--- config.mk ---
export PLATFORM = sky130hd
export DESIGN_NAME = i2c_bus_unjam
export DESIGN_NICKNAME = d
export VERILOG_FILES = /design/src/rtl/unjam_pkg.sv /design/src/rtl/unjam_sync.sv /design/src/rtl/unjam_phase_timer.sv /design/src/rtl/unjam_stuck_watch.sv /design/src/rtl/i2c_bus_unjam.sv
export SDC_FILE = /design/constraint.sdc
export NUM_CORES = 1
export LEC_CHECK = 0
export CORE_ASPECT_RATIO = 0.5
export CORE_UTILIZATION = 58
export DETAILED_ROUTE_END_ITERATION = 10
export DONT_BUFFER_PORTS = 1
export GPL_TIMING_DRIVEN = 0
export PLACE_DENSITY = 0.86
export SETUP_SLACK_MARGIN = 0.1
export SYNTH_ARGS = -nofsm -noshare
export SYNTH_HDL_FRONTEND = slang
export SYNTH_SLANG_ARGS = --single-unit
--- constraint.sdc ---
create_clock -name clk -period 4.1 [get_ports clk]
set_input_delay 0.205 -clock clk [delete_from_list [all_inputs] [get_ports clk]]
set_output_delay 0.205 -clock clk [all_outputs]
set_load 0.02 [all_outputs]
--- src/rtl/unjam_pkg.sv ---
package unjam_pkg;
  typedef enum logic [2:0] {
    ST_SETTLE,
    ST_IDLE,
    ST_PULSE_LO,
    ST_PULSE_HI,
    ST_STOP_LO,
    ST_STOP_HI,
    ST_STOP_END
  } unjam_state_e;

  localparam int unsigned STD_HALF_CLKS = 250;
endpackage

--- src/rtl/unjam_sync.sv ---
module unjam_sync #(
  parameter int unsigned WIDTH  = 2,
  parameter int unsigned STAGES = 2
) (
  input  logic             clk,
  input  logic             rst,
  input  logic [WIDTH-1:0] d,
  output logic [WIDTH-1:0] q
);
  logic [WIDTH-1:0] chain [STAGES];

  genvar g;
  generate
    for (g = 0; g < STAGES; g++) begin : g_stage
      if (g == 0) begin : g_first
        always_ff @(posedge clk) begin
          if (rst) chain[g] <= '1;
          else     chain[g] <= d;
        end
      end else begin : g_next
        always_ff @(posedge clk) begin
          if (rst) chain[g] <= '1;
          else     chain[g] <= chain[g-1];
        end
      end
    end
  endgenerate

  assign q = chain[STAGES-1];
endmodule

--- src/rtl/unjam_phase_timer.sv ---
module unjam_phase_timer #(
  parameter int unsigned W = 16
) (
  input  logic         clk,
  input  logic         rst,
  input  logic         restart,
  input  logic [W-1:0] len,
  output logic         last
);
  logic [W-1:0] cnt;
  logic [W:0]   cnt_inc;

  assign cnt_inc = {1'b0, cnt} + 1'b1;
  // a length of 0 behaves like 1
  assign last    = (cnt_inc >= {1'b0, len});

  always_ff @(posedge clk) begin
    if (rst || restart) cnt <= '0;
    else if (!last)     cnt <= cnt + 1'b1;
  end

  AST_PHASE_RESTART: assert property (@(posedge clk) disable iff (rst)
    restart |=> (cnt == '0));
endmodule

--- src/rtl/unjam_stuck_watch.sv ---
module unjam_stuck_watch #(
  parameter int unsigned W = 24
) (
  input  logic         clk,
  input  logic         rst,
  input  logic         enable,
  input  logic         scl_s,
  input  logic         sda_s,
  input  logic [W-1:0] limit,
  output logic         stuck
);
  logic [W-1:0] held;
  logic         pattern;

  assign pattern = scl_s && !sda_s;
  assign stuck   = enable && pattern && (held >= limit);

  always_ff @(posedge clk) begin
    if (rst || !enable || !pattern) held <= '0;
    else if (held < limit)          held <= held + 1'b1;
  end

  AST_WATCH_CLEAR: assert property (@(posedge clk) disable iff (rst)
    !(scl_s && !sda_s) |=> (held == '0));
endmodule

--- src/rtl/i2c_bus_unjam.sv ---
module i2c_bus_unjam
  import unjam_pkg::*;
#(
  parameter int unsigned HALF_W      = 16,
  parameter int unsigned LIMIT_W     = 24,
  parameter int unsigned SYNC_STAGES = 2,
  parameter int unsigned MAX_PULSES  = 9
) (
  input  logic               clk,
  input  logic               rst,
  input  logic               scl_in,
  input  logic               sda_in,
  input  logic               kick,
  input  logic               monitor_en,
  input  logic [HALF_W-1:0]  low_cycles,
  input  logic [HALF_W-1:0]  high_cycles,
  input  logic [LIMIT_W-1:0] stuck_limit,
  output logic               scl_oe,
  output logic               sda_oe,
  output logic               busy,
  output logic               done,
  output logic               fail
);
  localparam int unsigned PC_W       = $clog2(MAX_PULSES + 1);
  localparam int unsigned SETTLE_LEN = SYNC_STAGES + 1;

  unjam_state_e      state, nxt;
  logic [1:0]        line_s;
  logic              scl_s, sda_s;
  logic              phase_last, stuck, start;
  logic [HALF_W-1:0] phase_len;
  logic [PC_W-1:0]   pulse_cnt;

  unjam_sync #(.WIDTH(2), .STAGES(SYNC_STAGES)) u_sync (
    .clk (clk),
    .rst (rst),
    .d   ({scl_in, sda_in}),
    .q   (line_s)
  );
  assign scl_s = line_s[1];
  assign sda_s = line_s[0];

  always_comb begin
    if (state == ST_SETTLE)
      phase_len = HALF_W'(SETTLE_LEN);
    else if (state == ST_PULSE_LO || state == ST_STOP_LO)
      phase_len = low_cycles;
    else
      phase_len = high_cycles;
  end

  unjam_phase_timer #(.W(HALF_W)) u_timer (
    .clk     (clk),
    .rst     (rst),
    .restart (state != nxt),
    .len     (phase_len),
    .last    (phase_last)
  );

  unjam_stuck_watch #(.W(LIMIT_W)) u_watch (
    .clk    (clk),
    .rst    (rst),
    .enable (monitor_en && state == ST_IDLE),
    .scl_s  (scl_s),
    .sda_s  (sda_s),
    .limit  (stuck_limit),
    .stuck  (stuck)
  );

  always_comb begin
    nxt   = state;
    start = 1'b0;
    case (state)
      ST_SETTLE:   if (phase_last) begin
                     start = !sda_s;
                     nxt   = sda_s ? ST_IDLE : ST_PULSE_LO;
                   end
      ST_IDLE:     if (kick || stuck) begin
                     start = 1'b1;
                     nxt   = ST_PULSE_LO;
                   end
      ST_PULSE_LO: if (phase_last) nxt = ST_PULSE_HI;
      ST_PULSE_HI: if (phase_last)
                     nxt = (sda_s || pulse_cnt >= PC_W'(MAX_PULSES)) ? ST_STOP_LO : ST_PULSE_LO;
      ST_STOP_LO:  if (phase_last) nxt = ST_STOP_HI;
      ST_STOP_HI:  if (phase_last) nxt = ST_STOP_END;
      ST_STOP_END: if (phase_last) nxt = ST_IDLE;
      default:     nxt = ST_IDLE;
    endcase
  end

  always_ff @(posedge clk) begin
    if (rst) begin
      state     <= ST_SETTLE;
      pulse_cnt <= '0;
      scl_oe    <= 1'b0;
      sda_oe    <= 1'b0;
      busy      <= 1'b0;
      done      <= 1'b0;
      fail      <= 1'b0;
    end else begin
      state  <= nxt;
      busy   <= !(nxt inside {ST_SETTLE, ST_IDLE});
      scl_oe <= (nxt == ST_PULSE_LO) || (nxt == ST_STOP_LO);
      // SDA is pulled only from the second STOP_LO cycle, after SCL is already low
      sda_oe <= (nxt == ST_STOP_LO && state == ST_STOP_LO) || (nxt == ST_STOP_HI);
      if (start) begin
        pulse_cnt <= PC_W'(1);
        done      <= 1'b0;
        fail      <= 1'b0;
      end else if (state == ST_PULSE_HI && nxt == ST_PULSE_LO) begin
        pulse_cnt <= pulse_cnt + 1'b1;
      end
      if (state == ST_STOP_END && phase_last) begin
        done <= sda_s;
        fail <= !sda_s;
      end
    end
  end

  AST_RELEASED_IN_IDLE: assert property (@(posedge clk) disable iff (rst)
    (state == ST_IDLE) |-> (!scl_oe && !sda_oe));
  AST_EARLY_STOP: assert property (@(posedge clk) disable iff (rst)
    (state == ST_PULSE_HI && phase_last && sda_s) |=> (state == ST_STOP_LO));
  AST_PULSE_CAP: assert property (@(posedge clk) disable iff (rst)
    (state == ST_PULSE_LO) |-> (pulse_cnt >= 1 && pulse_cnt <= PC_W'(MAX_PULSES)));
  AST_SDA_PULL_UNDER_LOW_SCL: assert property (@(posedge clk) disable iff (rst)
    $rose(sda_oe) |-> scl_oe);
  AST_SDA_FREE_UNDER_HIGH_SCL: assert property (@(posedge clk) disable iff (rst)
    $fell(sda_oe) |-> !scl_oe);
  AST_ONE_OUTCOME: assert property (@(posedge clk) disable iff (rst)
    !(done && fail));
  AST_BUSY_HOLD: assert property (@(posedge clk) disable iff (rst)
    (busy && state != ST_STOP_END) |=> busy);
endmodule

==> flow_summary.ini <==
[yosys]
synth_top_family_by_area = simple AND/OR/NAND/NOR gates
syn_avg_cell_area_sq_um = 8.016
synthMuxAreaShare_pct = 0.5192
syn_nets = 618
synth_top_area_share_pct = 27.37
yosysSeqAreaShare_pct = 27.37
syn_area_sq_mm = 0.004096
synth_cell_types = 54
synthCells = 511
synth_edf_count = 0
yosysWarnings = 0
synthTopCellsByArea = dfxtp_1, ha_1, xnor2_1
synth_top_cell_by_area = dfxtp_1
synth_flop_cell = dfxtp_1
synth_compound_area_share_pct = 19.91
synth_xor_area_share_pct = 10.05
yosys.area_share.adder_pct = 13.74
async_reset_ff_share_pct = 0
synth_seq_cells = 56
synth_simple_gate_area_share_pct = 22.66

[detailed_routing]
dr.pass1.iters = 7
drc = 0
vias = 3860
via_per_inst = 6.206
ant_nets = 0
wl_per_cell_um = 15.84
wl_um = 9852
drtIter0Drc = 385

[die]
die_h_um = 61.43
std_cell_rows = 21
ios = 67
die_area_sq_mm = 0.007423
core_sq_mm = 0.006753
die_w_um = 120.9
initial_utilization_pct = 60.66

[cts]
cts_root_buf = clkbuf_16
cts_tree = yes
ctsHoldBuffers = 0
clock_path_buffers = 2
clock-sinks = 56
clk_pin_slew_ns = 0.07
cts_htree_levels = 2
worstSkewPairLatency_ns = 0.29
cts-buffers-inserted = 5

[grt]
grt_pass1_vias = 3424
grt.overflow.total = 0
grt_first_pass_wirelength_um = 15180
grtUsageTotal_pct = 26.09
antenna_found_initial = 0
grt_start_max_net_pins = 17

[sta]
fin_crit_sh_pct = 96.46
clock_skew_ns = 0.005541
slew_headroom_pct = 63.83
rsz0062_at_grt = false
whs_ns = 0.01226
fmax_ghz = 0.2529
hold_viol = 0
worst_slew_pin_slew_ns = 0.5385
final_max_slew_viol_count = 0
tns_ns = 0
setup_viol_count_final = 0
period_needed_ns = 3.955

[final_layout]
nets = 636
layout.cells.non_filler = 622
seq_area_sq_mm = 0.001130
fillCellCount = 563
syn2layout_area_growth_pct = 11.70
antenna_cells = 0
most-common-layout-cells = nor2_1, dfxtp_1, ha_1
drive_gt1_share_pct = 10.94
layout_commonest_cell = nor2_1
final_util_pct = 67.76
final_area_sq_mm = 0.004576
multi_input_area_sq_mm = 0.002848

[power]
powerDensity_mw_per_mm2 = 398.5
clockPowerShare_pct = 24.1
power_switching_share_pct = 38.37
switchingPower_uw = 699.6
leakage_nw = 1.949
pwr-share-comb_pct = 42.9
intPower_mw = 1.124
p_seq_share_pct = 32.9
ir_drop_mv = 0.2441

[placed_design]
io_buffers = 0
dp.cells = 603
globalplace.congestion = 0.8959
hpwl_um = 7094
place_area_sq_mm = 0.004212

[setup_path]
path_class = reg2reg
arrival_ns = 4.18
slowest_stage = a2111o_1
cpPeakStageDelay_ns = 0.52
start_kind = flip-flop
path_max_fanout = 5
required_ns = 4.33
critPathCaptureType = flip-flop
path_cells = ha_4 > nand3_4 > nor3_4 > and3_4 > and3_4 > nand3_4 > xnor2_2 > ha_1 > a21o_1 > a221o_1 > a211oi_2 > nand2_2 > a221o_1 > a2111o_1 > buf_6 > nor2_1

[hold_path]
hold_class = in2reg

[status]
status = finished clean

[run]
drv_cap = 0
synthesized netlist by cell type (2+ instances only):
library cell	n
a221oi_1	3
nand3_1	15
dfxtp_1	56
a221o_1	2
nand2_1	40
nor4_1	8
and4_1	3
a21oi_1	31
a211oi_1	4
o2111ai_1	2
a222oi_1	15
o21ai_0	19
o211a_1	3
nor3b_1	2
nor2_1	59
nand4_1	12
ha_1	45
nor4b_1	4
a22o_1	15
buf_2	2
or3_1	6
and2_1	2
inv_1	36
a41o_1	2
nor2b_1	2
xor2_1	16
o22ai_1	2
clkbuf_1	19
or2_2	6
and3_1	10
xnor2_1	31
nand2b_1	3
buf_1	2
nor3_1	11
o211ai_1	2
a21o_1	3
kinds of logic (layout without fill, tap and decap cells):
family,count (synthesis),in the layout
xor+xnor,47,47
fa+ha+maj,45,45
simple gates,188,188
flops,56,56
buf+inv,60,79
mux,2,2
compound gates,113,113
path summary, 6_finish.rpt:
path                           start                  to  slack [ns]  cells after the start
setup / recovery      u_timer.cnt[0]      u_timer.cnt[7]        0.15                     16
hold / removal                scl_in  u_sync.chain[0][1]        0.01                      1
setup reg to reg      u_timer.cnt[0]      u_timer.cnt[7]        0.15                     16
hold reg to reg   u_sync.chain[0][1]  u_sync.chain[1][1]        0.41                      1
metrics by stage:
stage          setup WS [ns]  power [mW]
5_1_grt              0.01958       1.917
6_report              0.1451       1.823
3_5_place_dp         -0.5686       1.264
3_3_place_gp         -0.3954       1.247
2_1_floorplan         0.2178       1.104
4_1_cts               0.1357       1.740
sequential cells by signal, indices dropped and copies added (netlist names):
name / count
sda_oe: 1
state: 3
done: 1
scl_oe: 1
busy: 1
u_sync.chain: 4
pulse_cnt: 4
u_timer.cnt: 16
u_watch.held: 24
fail: 1
power groups by stage:
stage,registers [mW],clock network [mW],logic [mW]
floorplan,0.600,0,0.504
global placement,0.604,0,0.643
detailed placement,0.604,0,0.660
CTS,0.594,0.447,0.699
global route,0.605,0.467,0.845
finish,0.601,0.439,0.783
critical path, delay by kind of cell, from the launching register on:
kind                     cells  cell delay (ns)
flip-flops                   1             0.38
AO/OA/AOI/OAI                5             1.64
buffers and inverters        1             0.17
AND/OR/NAND/NOR              7             1.10
adder cells (fa/ha/maj)      2             0.46
XOR/XNOR                     1             0.16
cell type report:
| cell class | instances | area share (%) |
|---|---|---|
| timing repair buffer | 11 | 1.969 |
| sequential | 56 | 24.69 |
| clock buffer | 6 | 3.035 |
| multi-input combinational | 395 | 62.24 |
| clock inverter | 2 | 0.2188 |
| inverter | 36 | 2.953 |
| tap | 92 | 2.516 |
| buffer | 24 | 2.379 |
layer usage:
layer	routed length (um)	track usage (%)	share of wire [%]
met1	4314	32.41	44
met2	4662	46.61	47
met3	704	5.370	7.1
met4	172	8.818	1.7
met5	0	0	0
what timing repair did:
action,4_1_cts,5_1_grt
pin swaps,4,10
gates cloned,0,1
gates resized for setup,15,25
setup buffers,3,7
setup endpoints to repair,27,21
No activity file was read; power rests on OpenSTA's default activity.
